<file path="config.mk">
export PLATFORM = sky130hd
export DESIGN_NAME = wdt_keyed_timer
export DESIGN_NICKNAME = d
export VERILOG_FILES = /design/src/rtl/wdt_pkg.sv /design/src/rtl/wdt_bus_decode.sv /design/src/rtl/wdt_prescaler.sv /design/src/rtl/wdt_count.sv /design/src/rtl/wdt_rst_pulse.sv /design/src/rtl/wdt_keyed_timer.sv
export SDC_FILE = /design/constraint.sdc
export NUM_CORES = 1
export LEC_CHECK = 0
export ABC_AREA = 1
export BUFFER_PORTS_ARGS = -buffer_cell sky130_fd_sc_hd__buf_2
export CORE_ASPECT_RATIO = 1.4
export CORE_UTILIZATION = 45
export CTS_CLUSTER_DIAMETER = 200
export DETAILED_ROUTE_END_ITERATION = 12
export GPL_ROUTABILITY_DRIVEN = 0
export HOLD_SLACK_MARGIN = 0.05
export PLACE_DENSITY = 0.76
export SLEW_MARGIN = 20
export SYNTH_ARGS = -nofsm -noshare
export SYNTH_HDL_FRONTEND = slang
export SYNTH_HIERARCHICAL = 1
export SYNTH_SLANG_ARGS = --single-unit
</file>
<file path="constraint.sdc">
create_clock -name clk -period 2.4 [get_ports clk]
set_clock_uncertainty 0.2 [all_clocks]
set_input_delay 0.36 -clock clk [delete_from_list [all_inputs] [get_ports clk]]
set_output_delay 0.36 -clock clk [all_outputs]
set_load 0.005 [all_outputs]
</file>
<file path="src/rtl/wdt_pkg.sv">
package wdt_pkg;

  // access size codes on bus_size
  localparam logic [1:0] SZ_BYTE = 2'd0;
  localparam logic [1:0] SZ_HALF = 2'd1;
  localparam logic [1:0] SZ_WORD = 2'd2;

  // per-register write keys carried in data bits 15:8
  localparam logic [7:0] KEY_CNT = 8'h5A;
  localparam logic [7:0] KEY_CSR = 8'hA5;

  typedef struct packed {
    logic       en;
    logic       wdog;
    logic       flag;
    logic [2:0] sel;
  } ctl_t;

  // log2 of the divide ratio chosen by the clock-select code
  function automatic logic [3:0] div_shift(input logic [2:0] sel);
    case (sel)
      3'd0:    return 4'd0;
      3'd1:    return 4'd2;
      3'd2:    return 4'd4;
      3'd3:    return 4'd5;
      3'd4:    return 4'd6;
      3'd5:    return 4'd8;
      3'd6:    return 4'd10;
      default: return 4'd12;
    endcase
  endfunction

  // visible byte of the control register
  function automatic logic [7:0] ctl_pack(input ctl_t c);
    return {c.en, c.wdog, c.flag, 2'b00, c.sel};
  endfunction

endpackage

</file>
<file path="src/rtl/wdt_bus_decode.sv">
module wdt_bus_decode
  import wdt_pkg::*;
#(
  parameter int              ADDR_W  = 4,
  parameter logic [ADDR_W-1:0] CNT_OFS = 4'h8,
  parameter logic [ADDR_W-1:0] CSR_OFS = 4'hC
) (
  input  logic              bus_sel,
  input  logic              bus_wr,
  input  logic [ADDR_W-1:0] bus_addr,
  input  logic [1:0]        bus_size,
  input  logic [15:0]       bus_wdata,
  output logic              cnt_wr,
  output logic              csr_wr,
  output logic [7:0]        wr_byte,
  output logic              rd_cnt,
  output logic              rd_csr
);

  logic half_wr;
  logic byte_rd;
  logic [7:0] key;

  assign key     = bus_wdata[15:8];
  assign wr_byte = bus_wdata[7:0];
  assign half_wr = bus_sel & bus_wr & (bus_size == SZ_HALF);
  assign byte_rd = bus_sel & ~bus_wr & (bus_size == SZ_BYTE);

  assign cnt_wr = half_wr & (bus_addr == CNT_OFS) & (key == KEY_CNT);
  assign csr_wr = half_wr & (bus_addr == CSR_OFS) & (key == KEY_CSR);
  assign rd_cnt = byte_rd & (bus_addr == CNT_OFS);
  assign rd_csr = byte_rd & (bus_addr == CSR_OFS);

endmodule

</file>
<file path="src/rtl/wdt_prescaler.sv">
module wdt_prescaler
  import wdt_pkg::*;
#(
  parameter int PRE_W = 12
) (
  input  logic       clk,
  input  logic       por_n,
  input  logic       run,
  input  logic [2:0] sel,
  output logic       tick
);

  logic [PRE_W-1:0] pre_q;
  logic [PRE_W-1:0] mask;

  assign mask = (PRE_W'(1) << div_shift(sel)) - PRE_W'(1);
  assign tick = run & ((pre_q & mask) == mask);

  always_ff @(posedge clk or negedge por_n) begin
    if (!por_n)   pre_q <= '0;
    else if (run) pre_q <= pre_q + PRE_W'(1);
    else          pre_q <= '0;
  end

endmodule

</file>
<file path="src/rtl/wdt_count.sv">
module wdt_count #(
  parameter int W = 8
) (
  input  logic         clk,
  input  logic         por_n,
  input  logic         tick,
  input  logic         load,
  input  logic [W-1:0] load_val,
  output logic [W-1:0] cnt_q,
  output logic         wrap
);

  // a load on the same edge as a tick takes priority and cancels the wrap
  assign wrap = tick & ~load & (cnt_q == {W{1'b1}});

  always_ff @(posedge clk or negedge por_n) begin
    if (!por_n)    cnt_q <= '0;
    else if (load) cnt_q <= load_val;
    else if (tick) cnt_q <= cnt_q + W'(1);
  end

endmodule

</file>
<file path="src/rtl/wdt_rst_pulse.sv">
module wdt_rst_pulse #(
  parameter int LEN = 16
) (
  input  logic clk,
  input  logic por_n,
  input  logic trig,
  output logic req
);

  localparam int CW = $clog2(LEN + 1);

  logic [CW-1:0] left_q;

  assign req = (left_q != '0);

  always_ff @(posedge clk or negedge por_n) begin
    if (!por_n)      left_q <= '0;
    else if (trig)   left_q <= CW'(LEN);
    else if (req)    left_q <= left_q - CW'(1);
  end

endmodule

</file>
<file path="src/rtl/wdt_keyed_timer.sv">
module wdt_keyed_timer
  import wdt_pkg::*;
#(
  parameter int                ADDR_W     = 4,
  parameter logic [ADDR_W-1:0] CNT_OFS    = 4'h8,
  parameter logic [ADDR_W-1:0] CSR_OFS    = 4'hC,
  parameter int                PRE_W      = 12,
  parameter int                RST_CYCLES = 16
) (
  input  logic              clk,
  input  logic              por_n,
  input  logic              bus_sel,
  input  logic              bus_wr,
  input  logic [ADDR_W-1:0] bus_addr,
  input  logic [1:0]        bus_size,
  input  logic [15:0]       bus_wdata,
  output logic [7:0]        bus_rdata,
  output logic              irq,
  output logic              rst_req
);

  localparam int CNT_W = 8;

  // named internal events, also observed by the bound checker
  logic             cnt_wr;
  logic             csr_wr;
  logic [7:0]       wr_byte;
  logic             rd_cnt;
  logic             rd_csr;
  logic             tick;
  logic             wrap;
  logic [CNT_W-1:0] cnt_q;
  ctl_t             ctl_q;
  logic             unused_rsvd;

  assign unused_rsvd = ^wr_byte[4:3];

  wdt_bus_decode #(
    .ADDR_W (ADDR_W),
    .CNT_OFS(CNT_OFS),
    .CSR_OFS(CSR_OFS)
  ) u_dec (
    .bus_sel  (bus_sel),
    .bus_wr   (bus_wr),
    .bus_addr (bus_addr),
    .bus_size (bus_size),
    .bus_wdata(bus_wdata),
    .cnt_wr   (cnt_wr),
    .csr_wr   (csr_wr),
    .wr_byte  (wr_byte),
    .rd_cnt   (rd_cnt),
    .rd_csr   (rd_csr)
  );

  wdt_prescaler #(.PRE_W(PRE_W)) u_pre (
    .clk  (clk),
    .por_n(por_n),
    .run  (ctl_q.en),
    .sel  (ctl_q.sel),
    .tick (tick)
  );

  wdt_count #(.W(CNT_W)) u_cnt (
    .clk     (clk),
    .por_n   (por_n),
    .tick    (tick),
    .load    (cnt_wr),
    .load_val(wr_byte),
    .cnt_q   (cnt_q),
    .wrap    (wrap)
  );

  wdt_rst_pulse #(.LEN(RST_CYCLES)) u_rst (
    .clk  (clk),
    .por_n(por_n),
    .trig (wrap & ctl_q.wdog),
    .req  (rst_req)
  );

  // control register; a new wrap outranks a flag clear on the same edge
  always_ff @(posedge clk or negedge por_n) begin
    if (!por_n) begin
      ctl_q <= '0;
    end else begin
      if (csr_wr) begin
        ctl_q.en   <= wr_byte[7];
        ctl_q.wdog <= wr_byte[6];
        ctl_q.sel  <= wr_byte[2:0];
      end
      if (wrap)        ctl_q.flag <= 1'b1;
      else if (csr_wr) ctl_q.flag <= ctl_q.flag & wr_byte[5];
    end
  end

  assign irq = ctl_q.flag & ~ctl_q.wdog;

  always_comb begin
    bus_rdata = 8'h00;
    if (rd_cnt)      bus_rdata = cnt_q;
    else if (rd_csr) bus_rdata = ctl_pack(ctl_q);
  end

endmodule

</file>
# After elaboration in Yosys (flattened, before gate mapping)
# Cells that the tools add are included.
[op_classes]
shift = 1
bitwise = 20
order_cmp = 0
muxes = 10
multipliers = 0
add_sub_neg = 4
n_reduce_logical = 6
eq_ne = 13
n_div = 0
[ops]
columns = ["operator", "count"]
rows = [
  ["$mux 8", 4],
  ["$pmux 4 s7", 1],
  ["$and 1x1->1", 16],
  ["$eq 8x8->1 const B", 2],
  ["$add 12x1->12 const B", 1],
  ["$and 12x12->12", 1],
  ["$eq 12x12->1", 1],
  ["$mux 12", 1],
  ["$shl 1x4->12 const A", 1],
  ["$sub 12x2->12 const B", 1],
  ["$mux 5", 2],
  ["$eq 3x3->1 const B", 3],
  ["$add 8x1->8 const B", 1],
  ["$eq 4x4->1 const B", 2],
  ["$eq 8x7->1 const B", 1],
  ["$eq 3x2->1 const B", 2],
  ["$reduce_bool 2->1", 3],
  ["$reduce_bool 5->1", 1],
  ["$sub 5x1->5 const B", 1],
  ["$eq 3x1->1 const B", 1],
  ["$logic_not 3->1", 1],
  ["$not 1->1", 3],
  ["$eq 2x1->1 const B", 1],
  ["$logic_not 2->1", 1],
  ["$mux 1", 2],
]
[word_totals]
latch_bits = 0
mem_count = 0
rom_bits = 0
regBits = 31
input_bits = 26
elab_cells = 61
ram_bits = 0

# Depth between registers and ports, before layout
[depth]
word_depth = 11
mapped_depth = 19
mapped_depth_nobuf = 18

# By module
# The synthesis kept the hierarchy.
[by_module_without_submodules]
columns = ["module", "n_inst", "cells_per_inst", "area_per_inst_um2"]
rows = [
  ["wdt_prescaler", 1, 133, 840.8],
  ["wdt_count", 1, 67, 531.8],
  ["wdt_keyed_timer", 1, 55, 367.9],
  ["wdt_rst_pulse", 1, 33, 260.2],
  ["wdt_bus_decode", 1, 50, 236.5],
]

# Worst setup path after synthesis
# OpenSTA, ideal clock, no wires.
[synth_path]
path_kind = "reg-to-reg"
start = "reg, netlist name ctl_q[0]"
end = "reg u_rst.left_q[0]"
path_stages_with_launch = 20
path_buffers = 2
arrival_ns = 2.301
required_time_ns = 2.084
slack_ns = -0.217
synth_period_minus_slack_ns = 2.617
path_cell_list = "dfrtp_1 clkbuf_2 nor2_2 nand2_1 ha_1 clkbuf_1 inv_1 nand2_1 nand3_1 nand2_1 nand2_1 nand3_1 nor2_1 nand2_4 nor3_2 nand2_1 inv_1 inv_1 nand3_1 nand2_1"
[synth_via]
elab_chain_len = 11
elab_cells_between_ends = 18
[synth_lines]
columns = ["item", "line", "source"]
rows = [
  ["$eq 3x3->1 (tied with other cells)", "wdt_pkg.sv:21", "case (sel)"],
  ["$pmux 4 s7 (*)", "wdt_pkg.sv:21", ""],
  ["$shl 1x4->12 (*)", "wdt_prescaler.sv:16", "assign mask = (PRE_W'(1) << div_shift(sel)) - PRE_W'(1);"],
  ["$sub 12x2->12 (*)", "wdt_prescaler.sv:16", ""],
  ["$and 12x12->12", "wdt_prescaler.sv:17", "assign tick = run & ((pre_q & mask) == mask);"],
  ["$eq 12x12->1 (*)", "wdt_prescaler.sv:17", ""],
  ["$and 1x1->1 (*)", "wdt_prescaler.sv:17", ""],
  ["net tick", "wdt_keyed_timer.sv:30", "logic tick;"],
  ["$and 1x1->1 (*) (2 in series)", "wdt_count.sv:14", "assign wrap = tick & ~load & (cnt_q == {W{1'b1}});"],
  ["net wrap", "wdt_keyed_timer.sv:31", "logic wrap;"],
  ["$and 1x1->1 (*)", "wdt_keyed_timer.sv:76", ".trig (wrap & ctl_q.wdog),"],
  ["$mux 5 / $reduce_bool 2->1 (equally long branches)", "-", ""],
  ["to (signal assigned)", "wdt_rst_pulse.sv:18", "else if (trig) left_q <= CW'(LEN);"],
  ["to (signal assigned)", "wdt_rst_pulse.sv:19", "else if (req) left_q <= left_q - CW'(1);"],
  ["to (decl)", "wdt_rst_pulse.sv:12", "logic [CW-1:0] left_q;"],
]
# Mark *: on every way through the listed nets, which the timed path passes. The rest lies on a longest branch.
# A chain may end at the register's enable or synchronous reset.

# Worst setup path in the final report
[layout_path]
start = "reg, netlist name ctl_q[0]"
end = "reg u_rst.left_q[0]"
[layout_via]
elab_chain_len = 11
elab_cells_between_ends = 18
[layout_lines]
columns = ["item", "line"]
rows = [
  ["$eq 3x3->1 (tied with other cells)", "wdt_pkg.sv:21"],
  ["$pmux 4 s7 (*)", "wdt_pkg.sv:21"],
  ["$shl 1x4->12 (*)", "wdt_prescaler.sv:16"],
  ["$sub 12x2->12 (*)", "wdt_prescaler.sv:16"],
  ["$and 12x12->12", "wdt_prescaler.sv:17"],
  ["$eq 12x12->1 (*)", "wdt_prescaler.sv:17"],
  ["$and 1x1->1 (*)", "wdt_prescaler.sv:17"],
  ["net tick", "wdt_keyed_timer.sv:30"],
  ["$and 1x1->1 (*) (2 in series)", "wdt_count.sv:14"],
  ["net wrap", "wdt_keyed_timer.sv:31"],
  ["$and 1x1->1 (*)", "wdt_keyed_timer.sv:76"],
  ["$mux 5 / $reduce_bool 2->1 (equally long branches)", "-"],
]
# Marks and branches as above.

==> metrics.txt <==
met2 Usage GRT 36.3%; total power after layout 1410 uW; endpoint arrival time on the critical path 2.21 ns; worst supply voltage drop on vdd 244 uV; Net count, final 408; CP Max Fanout 5; Die Y-Extent 85.4 um; summed instance area of the synthesized netlist 2240 um2; Synthesized Nets 368; Internal Power 999 uW; ratio of cells with drive above 1 in the final layout 23.7%; Setup Viol. Count Final 0; count of input and output buffers 35; proportion of synthesized chip area in sequential cells 34.7%; GRT overflow 0; initial detailed-routing violation count 79; result of the run complete, but fails checks; combinational family with the most area after synthesis simple AND/OR/NAND/NOR gates; Max Clock Freq 447 MHz; post-detailed-route via-to-cell ratio 4.89; clock buffer depth 2; drt first pass iters 8; setup TNS 0 ns; post-detailed-route wirelength per cell 11.0 um; classification of the worst setup path reg -> reg; syn avg cell area 6.62 um2; I/O Pins 36; clock latency of the later-clocked register in the worst-skew pair 0.28 ns; Die W 61.6 um; area growth from synthesis to layout 18.8%; post-detailed-route DRC marker count 1; Unique masters post-synth 33; violations in the final reports DRC; post-route non-filler standard cell count 443; cell with the biggest individual delay on the critical path sky130_fd_sc_hd__dfrtp_1; global-route total usage across every layer 20.6%; share of synthesized cell area in and, or, nand and nor gates 37.8%; starting utilization of the core area 46.6%; CTS Sinks 31; delay-heaviest family, CP simple AND/OR/NAND/NOR gates; Core Area 4800 um2; M3 GR Usage 3.20%; met1 Resource Use GR 23.5%; most congested layer reported by global routing met2; total wire length after detailed routing 4880 um; placed wire-length estimate 3750 um; endpoint type of the worst setup path flop; clock input transition at the sequential cells of the worst setup and hold paths 0.07 ns; unrepaired setup endpoints after global routing true; CP required 2.38 ns; number of storage elements in the synthesis netlist 31; via count of the first global-routing pass 2057; share of power burned in combinational logic 17.6%; switching power of the nets 416 uW; number of max-slew violations in the final report 0; reported leakage power 0.00151 uW; max-capacitance violation count 0; maximum number of pins on one net before global-route repair 32; buffer cell driving the clock tree root sky130_fd_sc_hd__clkbuf_8; worst stage delay on the critical path 0.41 ns; final design utilization 55.3%; number of rows created at floorplan 30; Yosys warnings 6; first-pass GRT wire length 8360 um; number of antenna violations at the first check in global routing 0; post-synthesis share of cell area spent on full adders, half adders and majority gates 2.24%; Placed Instances 431; final worst path period need 2.24 ns; actual slew at the worst max-slew pin 0.698 ns; complex-gate fraction of the synthesized area 8.78%; Hold Vio Cnt, Final 0; switching power as a share of total power 29.4%; normalized max-slew margin 53.5%; Flop pwr share 44.4%; clock tree from TritonCTS done; Worst Setup Start Kind flop; total clock buffers created by CTS 5; parity-gate share of the synthesized area counting xor and xnor cells 0.783%; Bufs and invs on worst path 3; maximum level of the CTS H-tree 2; Power Dens Cells 532 nW/um2; Die ar. 5260 um2; post-synthesis mux area share 0%; final antenna diode count 0; Synth Instances 338; classification of the worst-slack hold path in -> reg; cells along the critical path nor2_4, nand2_2, ha_4, inv_2, nand2_2, nand2_1, nor2_1, nand2_1, nor2_1, nand3_1, nor2_4, nand2_4, nor3_4, nand2_1, inv_2, inv_4, nand3_2, nand2_1; Clock Power Share 38.0%; final cycle utilization of the critical path 93.1%; DR vias 2165; Antenna Nets Post-Route 0; dominant cell type by count on the critical path sky130_fd_sc_hd__nand2_1
[per-layer routing]
metal	part of all wire (%)	vias to the layer above	wire length, um
li1	-	1108	-
met2	54	54	2610
met5	0	-	0
met1	40	992	1960
met3	3.9	11	189
met4	2.3	0	112
[cell type report]
class | count | area (um2)
multi-input combinational | 230 | 1160
sequential | 31 | 776
inverter | 62 | 244
clock buffer | 6 | 82.6
tap | 64 | 80.1
fill | 480 | 2150
timing repair buffer | 48 | 275
clock inverter | 2 | 35.0
[flip-flops by register name, summed over array words and instances, names as in the netlist]
| signal | flops |
|---|---|
| ctl_q | 6 |
| u_rst/left_q | 5 |
| u_cnt/cnt_q | 8 |
| u_pre/pre_q | 12 |
[placed cells by master, fill, tap and decap left out, drive strengths merged]
master	count
nand2	105
inv	61
buf	47
nor2	42
nand3	32
dfrtp	31
o21ai	18
a21oi	7
clkbuf	6
a22oi	6
nor3	6
ha	4
clkinv	2
o21bai	2
nor2b	2
xor2	2
bufinv	1
dlygate4sd3	1
o211ai	1
nand3b	1
nand4	1
conb	1
[worst paths after layout]
kind,from,end,slack [ns],cells past startpoint
min in group asynchronous,por_n,u_pre/pre_q[7],0.46,2
max in group asynchronous,por_n,u_cnt/cnt_q[5],1.09,2
hold / removal,bus_wdata[6],ctl_q[4],0.10,3
hold reg to reg,u_rst/left_q[4],u_rst/left_q[4],0.27,2
setup / recovery,ctl_q[0],u_rst/left_q[0],0.16,18
setup reg to reg,ctl_q[0],u_rst/left_q[0],0.16,18
[worst min-delay path, stage by stage]
cell                      delay, ns
sky130_fd_sc_hd__buf_2         0.09
sky130_fd_sc_hd__nand2_1       0.06
sky130_fd_sc_hd__o21ai_2       0.05
[through the flow]
stage                     hold WS [ns]  worst slack [ns]  instance area, um2
after floorplan                 -0.136            0.0199                2260
after global placement           0.242            0.0887                2460
after detailed placement         0.244            0.0446                2460
after CTS                       0.0934            0.0366                2590
after global routing             0.125           -0.0473                2660
final                            0.102             0.164                2660
[cells by family (layout without fill, tap and decap cells)]
| family | count (synthesis) | count (layout) |
|---|---|---|
| compound gates | 34 | 34 |
| simple gates | 189 | 189 |
| fa+ha+maj | 4 | 4 |
| other cells | 1 | 1 |
| xor+xnor | 2 | 2 |
| buf+inv | 77 | 118 |
| flops | 31 | 31 |
[synth_stat cells]
| library cell | n | share of area, % |
|---|---|---|
| sky130_fd_sc_hd__a22oi_1 | 6 | 2.0 |
| sky130_fd_sc_hd__clkinv_2 | 1 | 0.22 |
| sky130_fd_sc_hd__ha_1 | 4 | 2.2 |
| sky130_fd_sc_hd__nand2_2 | 4 | 1.1 |
| sky130_fd_sc_hd__o21ai_2 | 1 | 0.39 |
| sky130_fd_sc_hd__nor2_1 | 32 | 5.4 |
| sky130_fd_sc_hd__clkbuf_2 | 1 | 0.22 |
| sky130_fd_sc_hd__o21ai_0 | 11 | 2.5 |
| sky130_fd_sc_hd__a21oi_1 | 7 | 1.6 |
| sky130_fd_sc_hd__buf_4 | 9 | 3.0 |
| sky130_fd_sc_hd__nor3_2 | 3 | 1.3 |
| sky130_fd_sc_hd__dfrtp_1 | 31 | 35 |
| sky130_fd_sc_hd__nand3b_1 | 1 | 0.34 |
| sky130_fd_sc_hd__nor2_4 | 2 | 1.0 |
| sky130_fd_sc_hd__nand3_1 | 30 | 6.7 |
| sky130_fd_sc_hd__nand2_1 | 100 | 17 |
| sky130_fd_sc_hd__nor3_1 | 3 | 0.67 |
| sky130_fd_sc_hd__buf_2 | 2 | 0.45 |
| sky130_fd_sc_hd__inv_6 | 1 | 0.39 |
| sky130_fd_sc_hd__inv_1 | 59 | 9.9 |
| sky130_fd_sc_hd__o211ai_1 | 1 | 0.34 |
| sky130_fd_sc_hd__clkbuf_1 | 1 | 0.17 |
| sky130_fd_sc_hd__conb_1 | 1 | 0.17 |
| sky130_fd_sc_hd__xor2_1 | 2 | 0.78 |
| sky130_fd_sc_hd__nor2b_1 | 2 | 0.56 |
| sky130_fd_sc_hd__o21bai_1 | 2 | 0.67 |
| sky130_fd_sc_hd__nor2_2 | 8 | 2.2 |
| sky130_fd_sc_hd__inv_2 | 1 | 0.17 |
| sky130_fd_sc_hd__o21ai_1 | 6 | 1.3 |
| sky130_fd_sc_hd__nand2_4 | 1 | 0.50 |
| sky130_fd_sc_hd__buf_6 | 2 | 1.0 |
| sky130_fd_sc_hd__nand4_1 | 1 | 0.28 |
| sky130_fd_sc_hd__nand3_2 | 2 | 0.89 |
[power groups by stage]
stage / Sequential (uW) / Combinational (uW) / Clock, uW
4_1_cts: 627 / 245 / 554
3_3_place_gp: 634 / 238 / 0
6_report: 628 / 249 / 538
5_1_grt: 635 / 291 / 566
2_1_floorplan: 620 / 183 / 0
3_5_place_dp: 637 / 243 / 0
[repair_timing]
item | in CTS | in global routing
setup buffers | 0 | 3
gates resized for setup | 0 | 15
hold buffers | 1 | 0
endpoints found under the setup margin | 0 | 10
hold endpoints to repair | 31 | 0
(Power assumes the default switching activity.)
